**config.mk**
```make
export PLATFORM = sky130hd
export DESIGN_NAME = mseq_issue
export DESIGN_NICKNAME = d
export VERILOG_FILES = /design/src/rtl/mseq_pkg.sv /design/src/rtl/mseq_queue.sv /design/src/rtl/mseq_seq.sv /design/src/rtl/mseq_issue.sv
export SDC_FILE = /design/constraint.sdc
export NUM_CORES = 1
export LEC_CHECK = 0
export ABC_AREA = 1
export ABC_CLOCK_PERIOD_IN_PS = 2800
export CAP_MARGIN = 20
export CORE_ASPECT_RATIO = 0.6
export CORE_UTILIZATION = 47
export CTS_BUF_LIST = sky130_fd_sc_hd__clkbuf_16
export CTS_CLUSTER_SIZE = 8
export DETAILED_ROUTE_END_ITERATION = 10
export HOLD_SLACK_MARGIN = 0.12
export PLACE_DENSITY = 0.71
export SYNTH_ARGS = -nofsm -noshare
export SYNTH_HDL_FRONTEND = slang
export SYNTH_SLANG_ARGS = --single-unit
```
**constraint.sdc**
```tcl
create_clock -name clk -period 2.8 [get_ports clk]
set_input_delay 0.56 -clock clk [delete_from_list [all_inputs] [get_ports clk]]
set_output_delay 0.56 -clock clk [all_outputs]
set_load 0.1 [all_outputs]
```
**src/rtl/mseq_pkg.sv**
```systemverilog
package mseq_pkg;
  localparam int UOP_W = 8;
  localparam int ROM_AW = 5;
  localparam int RPT_W = 8;

  typedef struct packed {
    logic [UOP_W-1:0]  pay;
    logic              eor;
    logic              jmp;
    logic              lp;
    logic [ROM_AW-1:0] tgt;
  } rom_word_t;

  // Computed ROM: payload marks sequencer origin in the top bit.
  function automatic rom_word_t rom_word(input logic [ROM_AW-1:0] a);
    rom_word_t w;
    w.pay = {1'b1, {(UOP_W-1-ROM_AW){1'b0}}, a};
    w.eor = 1'b0;
    w.jmp = 1'b0;
    w.lp  = 1'b0;
    w.tgt = '0;
    case (a)
      ROM_AW'(0):  begin w.jmp = 1'b1; w.tgt = ROM_AW'(2); end
      ROM_AW'(1):  begin w.lp = 1'b1; w.jmp = 1'b1; w.tgt = ROM_AW'(1); end
      ROM_AW'(2):  w.eor = 1'b1;
      ROM_AW'(4), ROM_AW'(5), ROM_AW'(6), ROM_AW'(7): w.eor = 1'b0;
      ROM_AW'(8):  w.eor = 1'b1;
      ROM_AW'(12): begin w.jmp = 1'b1; w.tgt = ROM_AW'(16); end
      ROM_AW'(13): w.eor = 1'b0;
      ROM_AW'(14): begin w.lp = 1'b1; w.jmp = 1'b1; w.tgt = ROM_AW'(13); end
      ROM_AW'(15): w.eor = 1'b1;
      default:     w.eor = 1'b1;
    endcase
    return w;
  endfunction
endpackage

```
**src/rtl/mseq_queue.sv**
```systemverilog
module mseq_queue #(
  parameter int DEPTH = 56,
  parameter int W     = 9
) (
  input  logic         clk,
  input  logic         rst_n,
  input  logic         push,
  input  logic [W-1:0] din,
  input  logic         pop,
  output logic [W-1:0] dout,
  output logic         valid,
  output logic         full
);
  localparam int PW   = $clog2(DEPTH);
  localparam int CNTW = $clog2(DEPTH + 1);

  logic [W-1:0]    mem [DEPTH];
  logic [PW-1:0]   wp_q, wp_d, rp_q, rp_d;
  logic [CNTW-1:0] n_q, n_d;

  function automatic logic [PW-1:0] wrap_inc(input logic [PW-1:0] p);
    return (p == PW'(DEPTH - 1)) ? '0 : p + 1'b1;
  endfunction

  always_comb begin
    wp_d = push ? wrap_inc(wp_q) : wp_q;
    rp_d = pop  ? wrap_inc(rp_q) : rp_q;
    n_d  = n_q + CNTW'(push) - CNTW'(pop);
  end

  always_ff @(posedge clk or negedge rst_n) begin
    if (!rst_n) begin
      wp_q <= '0;
      rp_q <= '0;
      n_q  <= '0;
    end else begin
      wp_q <= wp_d;
      rp_q <= rp_d;
      n_q  <= n_d;
    end
  end

  always_ff @(posedge clk) begin
    if (push) mem[wp_q] <= din;
  end

  assign dout  = mem[rp_q];
  assign valid = (n_q != '0);
  assign full  = (n_q == CNTW'(DEPTH));
endmodule

```
**src/rtl/mseq_seq.sv**
```systemverilog
module mseq_seq
  import mseq_pkg::*;
(
  input  logic              clk,
  input  logic              rst_n,
  input  logic              start_i,
  input  logic [ROM_AW-1:0] addr_i,
  input  logic [RPT_W-1:0]  cnt_i,
  input  logic              adv_i,
  output logic              busy_o,
  output logic [UOP_W-1:0]  uop_o
);
  logic              busy_q, busy_d;
  logic [ROM_AW-1:0] addr_q, addr_d;
  logic [RPT_W-1:0]  cnt_q, cnt_d;
  rom_word_t         w;

  always_comb begin
    w      = rom_word(addr_q);
    busy_d = busy_q;
    addr_d = addr_q;
    cnt_d  = cnt_q;
    if (!busy_q) begin
      if (start_i) begin
        busy_d = 1'b1;
        addr_d = addr_i;
        cnt_d  = cnt_i;
      end
    end else if (adv_i) begin
      if (w.eor) begin
        busy_d = 1'b0;
      end else if (w.lp) begin
        cnt_d  = cnt_q - 1'b1;
        addr_d = (w.jmp && cnt_q != RPT_W'(1)) ? w.tgt : addr_q + 1'b1;
      end else if (w.jmp && cnt_q == '0) begin
        addr_d = w.tgt;
      end else begin
        addr_d = addr_q + 1'b1;
      end
    end
  end

  always_ff @(posedge clk or negedge rst_n) begin
    if (!rst_n) begin
      busy_q <= 1'b0;
      addr_q <= '0;
      cnt_q  <= '0;
    end else begin
      busy_q <= busy_d;
      addr_q <= addr_d;
      cnt_q  <= cnt_d;
    end
  end

  assign busy_o = busy_q;
  assign uop_o  = w.pay;
endmodule

```
**src/rtl/mseq_issue.sv**
```systemverilog
module mseq_issue
  import mseq_pkg::*;
#(
  parameter int QDEPTH = 56,
  parameter int CW     = 16
) (
  input  logic             clk,
  input  logic             rst_n,
  input  logic             wr_valid,
  output logic             wr_ready,
  input  logic             wr_ind,
  input  logic [UOP_W-1:0] wr_data,
  input  logic [RPT_W-1:0] rep_cnt,
  output logic             iss_valid,
  input  logic             iss_ready,
  output logic [UOP_W-1:0] iss_uop,
  output logic             iss_seq,
  output logic [CW-1:0]    cnt_switch,
  output logic [CW-1:0]    cnt_ms_wr
);
  localparam int EW = UOP_W + 1;

  logic [1:0]       rs_q;
  logic             rst_ni;
  logic             q_full, q_valid, push, pop, head_ok, start, adv, busy;
  logic [EW-1:0]    head;
  logic [UOP_W-1:0] seq_uop;
  logic [CW-1:0]    sw_d, mw_d;

  always_ff @(posedge clk or negedge rst_n) begin
    if (!rst_n) rs_q <= '0;
    else        rs_q <= {rs_q[0], 1'b1};
  end
  assign rst_ni = rs_q[1];

  mseq_queue #(.DEPTH(QDEPTH), .W(EW)) u_q (
    .clk(clk), .rst_n(rst_ni), .push(push), .din({wr_ind, wr_data}),
    .pop(pop), .dout(head), .valid(q_valid), .full(q_full)
  );

  mseq_seq u_seq (
    .clk(clk), .rst_n(rst_ni), .start_i(start), .addr_i(head[ROM_AW-1:0]),
    .cnt_i(rep_cnt), .adv_i(adv), .busy_o(busy), .uop_o(seq_uop)
  );

  always_comb begin
    wr_ready  = !q_full;
    push      = wr_valid && !q_full;
    head_ok   = q_valid && !busy;
    start     = head_ok && head[EW-1];
    pop       = head_ok && (head[EW-1] || iss_ready);
    adv       = busy && iss_ready;
    iss_valid = busy || (head_ok && !head[EW-1]);
    iss_uop   = busy ? seq_uop : head[UOP_W-1:0];
    iss_seq   = busy;
    sw_d      = cnt_switch + 1'b1;
    mw_d      = cnt_ms_wr + 1'b1;
  end

  always_ff @(posedge clk or negedge rst_ni) begin
    if (!rst_ni) begin
      cnt_switch <= '0;
      cnt_ms_wr  <= '0;
    end else begin
      if (start)        cnt_switch <= sw_d;
      if (push && busy) cnt_ms_wr  <= mw_d;
    end
  end
endmodule

```
# Yosys cells after proc, flatten, opt, wreduce, memory -nomap -nowiden
# Memory sizes are Yosys's and may differ from the RTL's.
# Index checks and enable logic that the tools add are counted.
# W data, S select, Z words.
word_totals:
  reg_bits: 66
  ramBits: 504
  input_bits: 21
  output_inout_bits: 43
  n_memories: 1
memory_table:
  columns: ["name", "words", "word_bits", "read_ports", "rd_clocked_by_memory_dff", "wr", "line_no", "source"]
  rows:
  - ["u_q.mem", 56, 9, 1, 0, 1, "mseq_queue.sv:17", "logic [W-1:0] mem [DEPTH];"]
classes:
  add_sub_neg: 8
  eq_ne: 15
  n_mux: 24
  reduce_logical: 23
ops:
  columns: ["operator", "count"]
  rows:
  - ["$mux W8", 6]
  - ["$mux W5", 7]
  - ["$add A16 B1 Y16 const B", 2]
  - ["$eq A5 B3 Y1 const B", 4]
  - ["$pmux W5 S4", 1]
  - ["$eq A6 B6 Y1 const B", 3]
  - ["$eq A5 B4 Y1 const B", 3]
  - ["$add A6 B1 Y6 const B", 2]
  - ["$mux W6", 2]
  - ["$logic_and A1 B1 Y1", 9]
  - ["$reduce_or A9 Y1", 1]
  - ["$logic_not A8 Y1", 1]
  - ["$mux W1", 8]
  - ["$ne A8 B1 Y1 const B", 1]
  - ["$sub A8 B1 Y8 const B", 1]
  - ["$add A6 B1 Y6", 1]
  - ["$ne A2 B2 Y1 const B", 3]
  - ["$reduce_bool A6 Y1", 1]
  - ["$sub A6 B1 Y6", 1]
  - ["$add A5 B1 Y5 const B", 1]
  - ["$eq A5 B1 Y1 const B", 1]
  - ["$logic_not A5 Y1", 1]
  - ["$reduce_and A4 Y1", 1]
  - ["$reduce_or A4 Y1", 1]
  - ["5 further kinds", 8]

# Depth between registers and ports, before layout
depth:
  ltp_word: 9
  ltp_mapped: 23
  ltp_nobuf: 21

# Cells and area by module
# Synthesis repeated with hierarchy kept, for this count alone.
unflattened:
  cells_unflattened: 2333
  area_unflattened_um2: 24936.4
modules_own_cells:
  columns: ["mod", "n_inst", "cells_per_inst", "area_each_um2", "seq_area_each_um2"]
  rows:
  - ["mseq_queue", 1, 1930, 21872.2, 15584.9]
  - ["mseq_issue", 1, 226, 1835.5, 850.8]
  - ["mseq_seq", 1, 177, 1228.7, 350.3]

# Worst setup path after synthesis
# No wires, ideal clock.
synth_timing:
  path_kind: "register -> output"
  from: "register u_seq.busy_q, in the netlist u_seq.busy_o"
  to: "output port iss_uop[0]"
  arrival_time_ns: 3.612
  required_time_ns: 2.240
  setup_slack_ns: -1.372
  stages_incl_launch_ff: 5
  cell_sequence: "dfrtp_1 > buf_2 > inv_2 > buf_1 > o21ai_0"
synth_via:
  elab_chain_cells: 1
synth_rtl:
  columns: ["element", "line_no", "source"]
  rows:
  - ["start, declared", "mseq_seq.sv:13", "logic busy_q, busy_d;"]
  - ["start signal, assigned", "mseq_seq.sv:49", "busy_q <= busy_d;"]
  - ["$mux W8", "mseq_issue.sv:54", "iss_uop = busy ? seq_uop : head[UOP_W-1:0];"]
  - ["end, declared", "mseq_issue.sv:16", "output logic [UOP_W-1:0] iss_uop,"]
# Every way passes these cells.

# Worst setup path after layout
layout_timing:
  from: "register u_q.rp_q[3]"
  to: "output port iss_uop[7]"
layout_via:
  elab_chain_cells: 2
layout_rtl:
  columns: ["element", "line_no", "source"]
  rows:
  - ["start, declared", "mseq_queue.sv:18", "logic [PW-1:0] wp_q, wp_d, rp_q, rp_d;"]
  - ["start signal, assigned", "mseq_queue.sv:38", "rp_q <= rp_d;"]
  - ["$mem_v2 Z56 W9", null, null]
  - ["$mux W8", "mseq_issue.sv:54", null]
# Every way passes these cells.

==> impl_metrics.csv <==
group,metric,value,unit
layout,multi_input_area,7040,um2
drt,wl,67.8,mm
clock_tree,clock-sinks,570,
clock_tree,htreeDepth,3,
timing,layout_setup_ws,-0.636,ns
layout,regArea,16800,um2
critical_path,cp_max_fo,15,
synthesis,ys_seq_area_share,68.0,%
floorplanning,die_area,53500,um2
global_route,grt_pass1_wl,103,mm
synthesis,yosys_warnings,0,
global_route,antenna_found_initial,2,
timing,max_slew_margin,34.8,%
timing,worst_pin_slew,0.978,ns
synthesis,syn-num-nets,2318,
global_route,grt-busiest-layer,"met1",
power,p_per_area,1120,nW/um2
timing,fmax,291,MHz
global_route,use_met1,38.2,%
layout,drive_above_1_share,18.7,%
clock_tree,cts_made_buffers,81,
floorplanning,placementRows,64,
drt,via_per_inst,5.59,
timing,fin_skew,0.0253,ns
clock_tree,cts_buffer_depth,3,
synthesis,yosys.area.top_type,"edfxtp_1",
drt,drtIter0Drc,2522,
global_route,grt_max_degree,57,
floorplanning,initial_core_util,48.0,%
floorplanning,die_h,180,um
global_route,first_global_vias,17566,
synthesis,syn_area_per_cell,10.8,um2
critical_path,critPathArrivalTime,2.88,ns
synthesis,ys_ff_latch,570,
drt,vias,18252,
global_route,overflow,0,
floorplanning,core_area,51400,um2
clock_tree,clk_pin_slew,0.05,ns
layout,final_area,30500,um2
power,peakVddDrop,831,uV
drt,wire_per_inst,20.8,um
synthesis,synthesis.area,24700,um2
floorplanning,top_level_ports,64,
synthesis,synthDistinctLibCells,42,
place,dp_hpwl,42.7,mm
layout,utilization,59.4,%
global_route,grt_util_all_layers,25.1,%
critical_path,startpoint,"u_q.rp_q[3]$_DFFE_PN0P_",
place,place_inst,3110,
timing,drv_slew,0,
synthesis,synth_edf_count,504,
place,place_ws,-0.340,ns
global_route,use_met3,7.72,%
layout,synthToLayoutAreaGrowth,23.6,%
run_status,violations,"setup timing",
place,place.port_buffers,63,
synthesis,synthTopCellsByCount,"535 x nand2_1, 504 x edfxtp_1, 331 x nor2_1",
power,fin_total_pwr,34.3,mW
clock_tree,cts_tree,"built",
place,place_congestion,0.918,
global_route,use_met2,34.6,%
timing,finalSetupViolCount,14,
drt,ant_nets,0,
critical_path,r2r_slack,-0.42,ns
min_path,hold_path_startpoint,"rs_q[0]$_DFF_PN0_",
run_status,status,"complete, but fails checks",
critical_path,critical_path_required,2.24,ns
timing,fin_crit_sh,123,%
critical_path,worst_setup_path_end_kind,"output pin",
power,leakage,12.1,nW
timing,rsz0062_at_grt,"true",
synthesis,synth.area.top_cells,"edfxtp_1 61%, nand2_1 8.1%, dfrtp_1 6.7%",
drt,firstDrtPassIters,6,
synthesis,synthFlopType,"edfxtp_1",
synthesis,syn_inst,2276,
min_path,min_path_type,"flip-flop to flip-flop",
job,maxCapViolCount,0,
timing,period_needed,3.44,ns
layout,fillers,3986,
critical_path,critical_path_class,"flip-flop to output pin",
layout,final_cells,3266,
synthesis,async_reset_ff_share,11.6,%
synthesis,synth.top_cell.area_share,61.3,%
clock_tree,cts_root_buffer,"clkbuf_16",
critical_path,startpoint_type,"flip-flop",
floorplanning,die_w,298,um
synthesis,synth.most_common_cell,"nand2_1",
clock_tree,clk_latency,0.61,ns
timing,hold_viol,0,
critical_path,r2r-start,"u_q.rp_q[1]$_DFFE_PN0P_",
layout,nets,2572,
place,place_area,27100,um2
drt,drcViolationCount,0,
critical path, stage by stage, from the launching register on:
cell and delay (ns):
dfrtp_1 0.43, nand2_1 0.11, clkinv_1 0.29, buf_4 0.33, a21oi_2 0.18, nand4_1 0.33, nand3_2 0.23, nand3_4 0.14
buf_12 0.22
sequential cells by signal, summed over array words and instances, names as in the netlist:
register,count
u_q.mem,504
u_seq.busy_o,1
rs_q,2
cnt_switch,16
cnt_ms_wr,16
u_q.n_q,6
u_seq.cnt_q,8
u_seq.addr_q,5
u_q.rp_q,6
u_q.wp_q,6
layout make-up:
cell class	count	area share, %
repair inverters	1	0.0533
diodes	1	0.00820
clock buffers	81	6.64
inverters	163	2.13
well taps	693	2.84
multi-input cells	1433	23.1
flip-flops and latches	570	55.0
repair buffers	280	9.45
clock inverters	44	0.783
repair_timing:
item                                    in CTS  in global routing
hold endpoints to repair                     2                  0
hold buffers                                 1                  0
cloned                                       5                  7
endpoints found under the setup margin      14                 14
pin swaps                                   31                 51
setup buffers                               13                  7
resized for setup                          125                 96
cell families after synthesis:
family / Yosys count / synth area share (%)
and+or+nand+nor: 1056 / 17.3
DFF: 570 / 68.0
AOI/OAI and AO/OA: 315 / 6.84
buffers and inverters: 273 / 5.33
xor gates and xnor gates: 40 / 1.42
adders and majority gates: 21 / 1.09
other: 1 / 0.0152
where the power goes:
part	internal [mW]	total (mW)	switching (mW)
sequential	9.88	10.3	0.468
combinational	5.45	15.3	9.84
clock	5.17	8.68	3.51
total	20.5	34.3	13.8
layout by cell type (no fill, tap or decap), types with 36 or more instances in the layout:
cell type / n
nand2_1: 501
clkbuf_16: 88
o21ai_0: 152
inv_1: 189
dfrtp_1: 62
nand2_2: 36
nor2_1: 318
o21ai_1: 47
edfxtp_1: 504
buf_4: 187
nand3_1: 129
through the flow:
| step | hold slack, ns | TNS (ns) |
|---|---|---|
| after detailed placement | 0.339 | -3.46 |
| after floorplan | 0.264 | 0 |
| final | 0.351 | -6.48 |
| after CTS | 0.354 | -6.19 |
| after global placement | 0.336 | -2.31 |
| after global routing | 0.373 | -7.86 |
final timing paths:
check,end,depth (start not counted)
setup reg to reg,u_q.n_q[4]$_DFF_PN0_,21
hold / removal,rs_q[1]$_DFF_PN0_,0
max in group asynchronous,u_seq.busy_o$_DFF_PN0_,1
hold reg to reg,rs_q[1]$_DFF_PN0_,0
setup / recovery,iss_uop[7],8
min in group asynchronous,cnt_switch[13]$_DFFE_PN0P_,0
layer usage:
metal / vias to the layer above / share of wire [%]
met4: 4 / 1.6
met2: 1163 / 41
met1: 8700 / 43
met5: - / 0.18
met3: 106 / 14
li1: 8279 / -
Note: power is estimated with default switching activity, not from simulation.
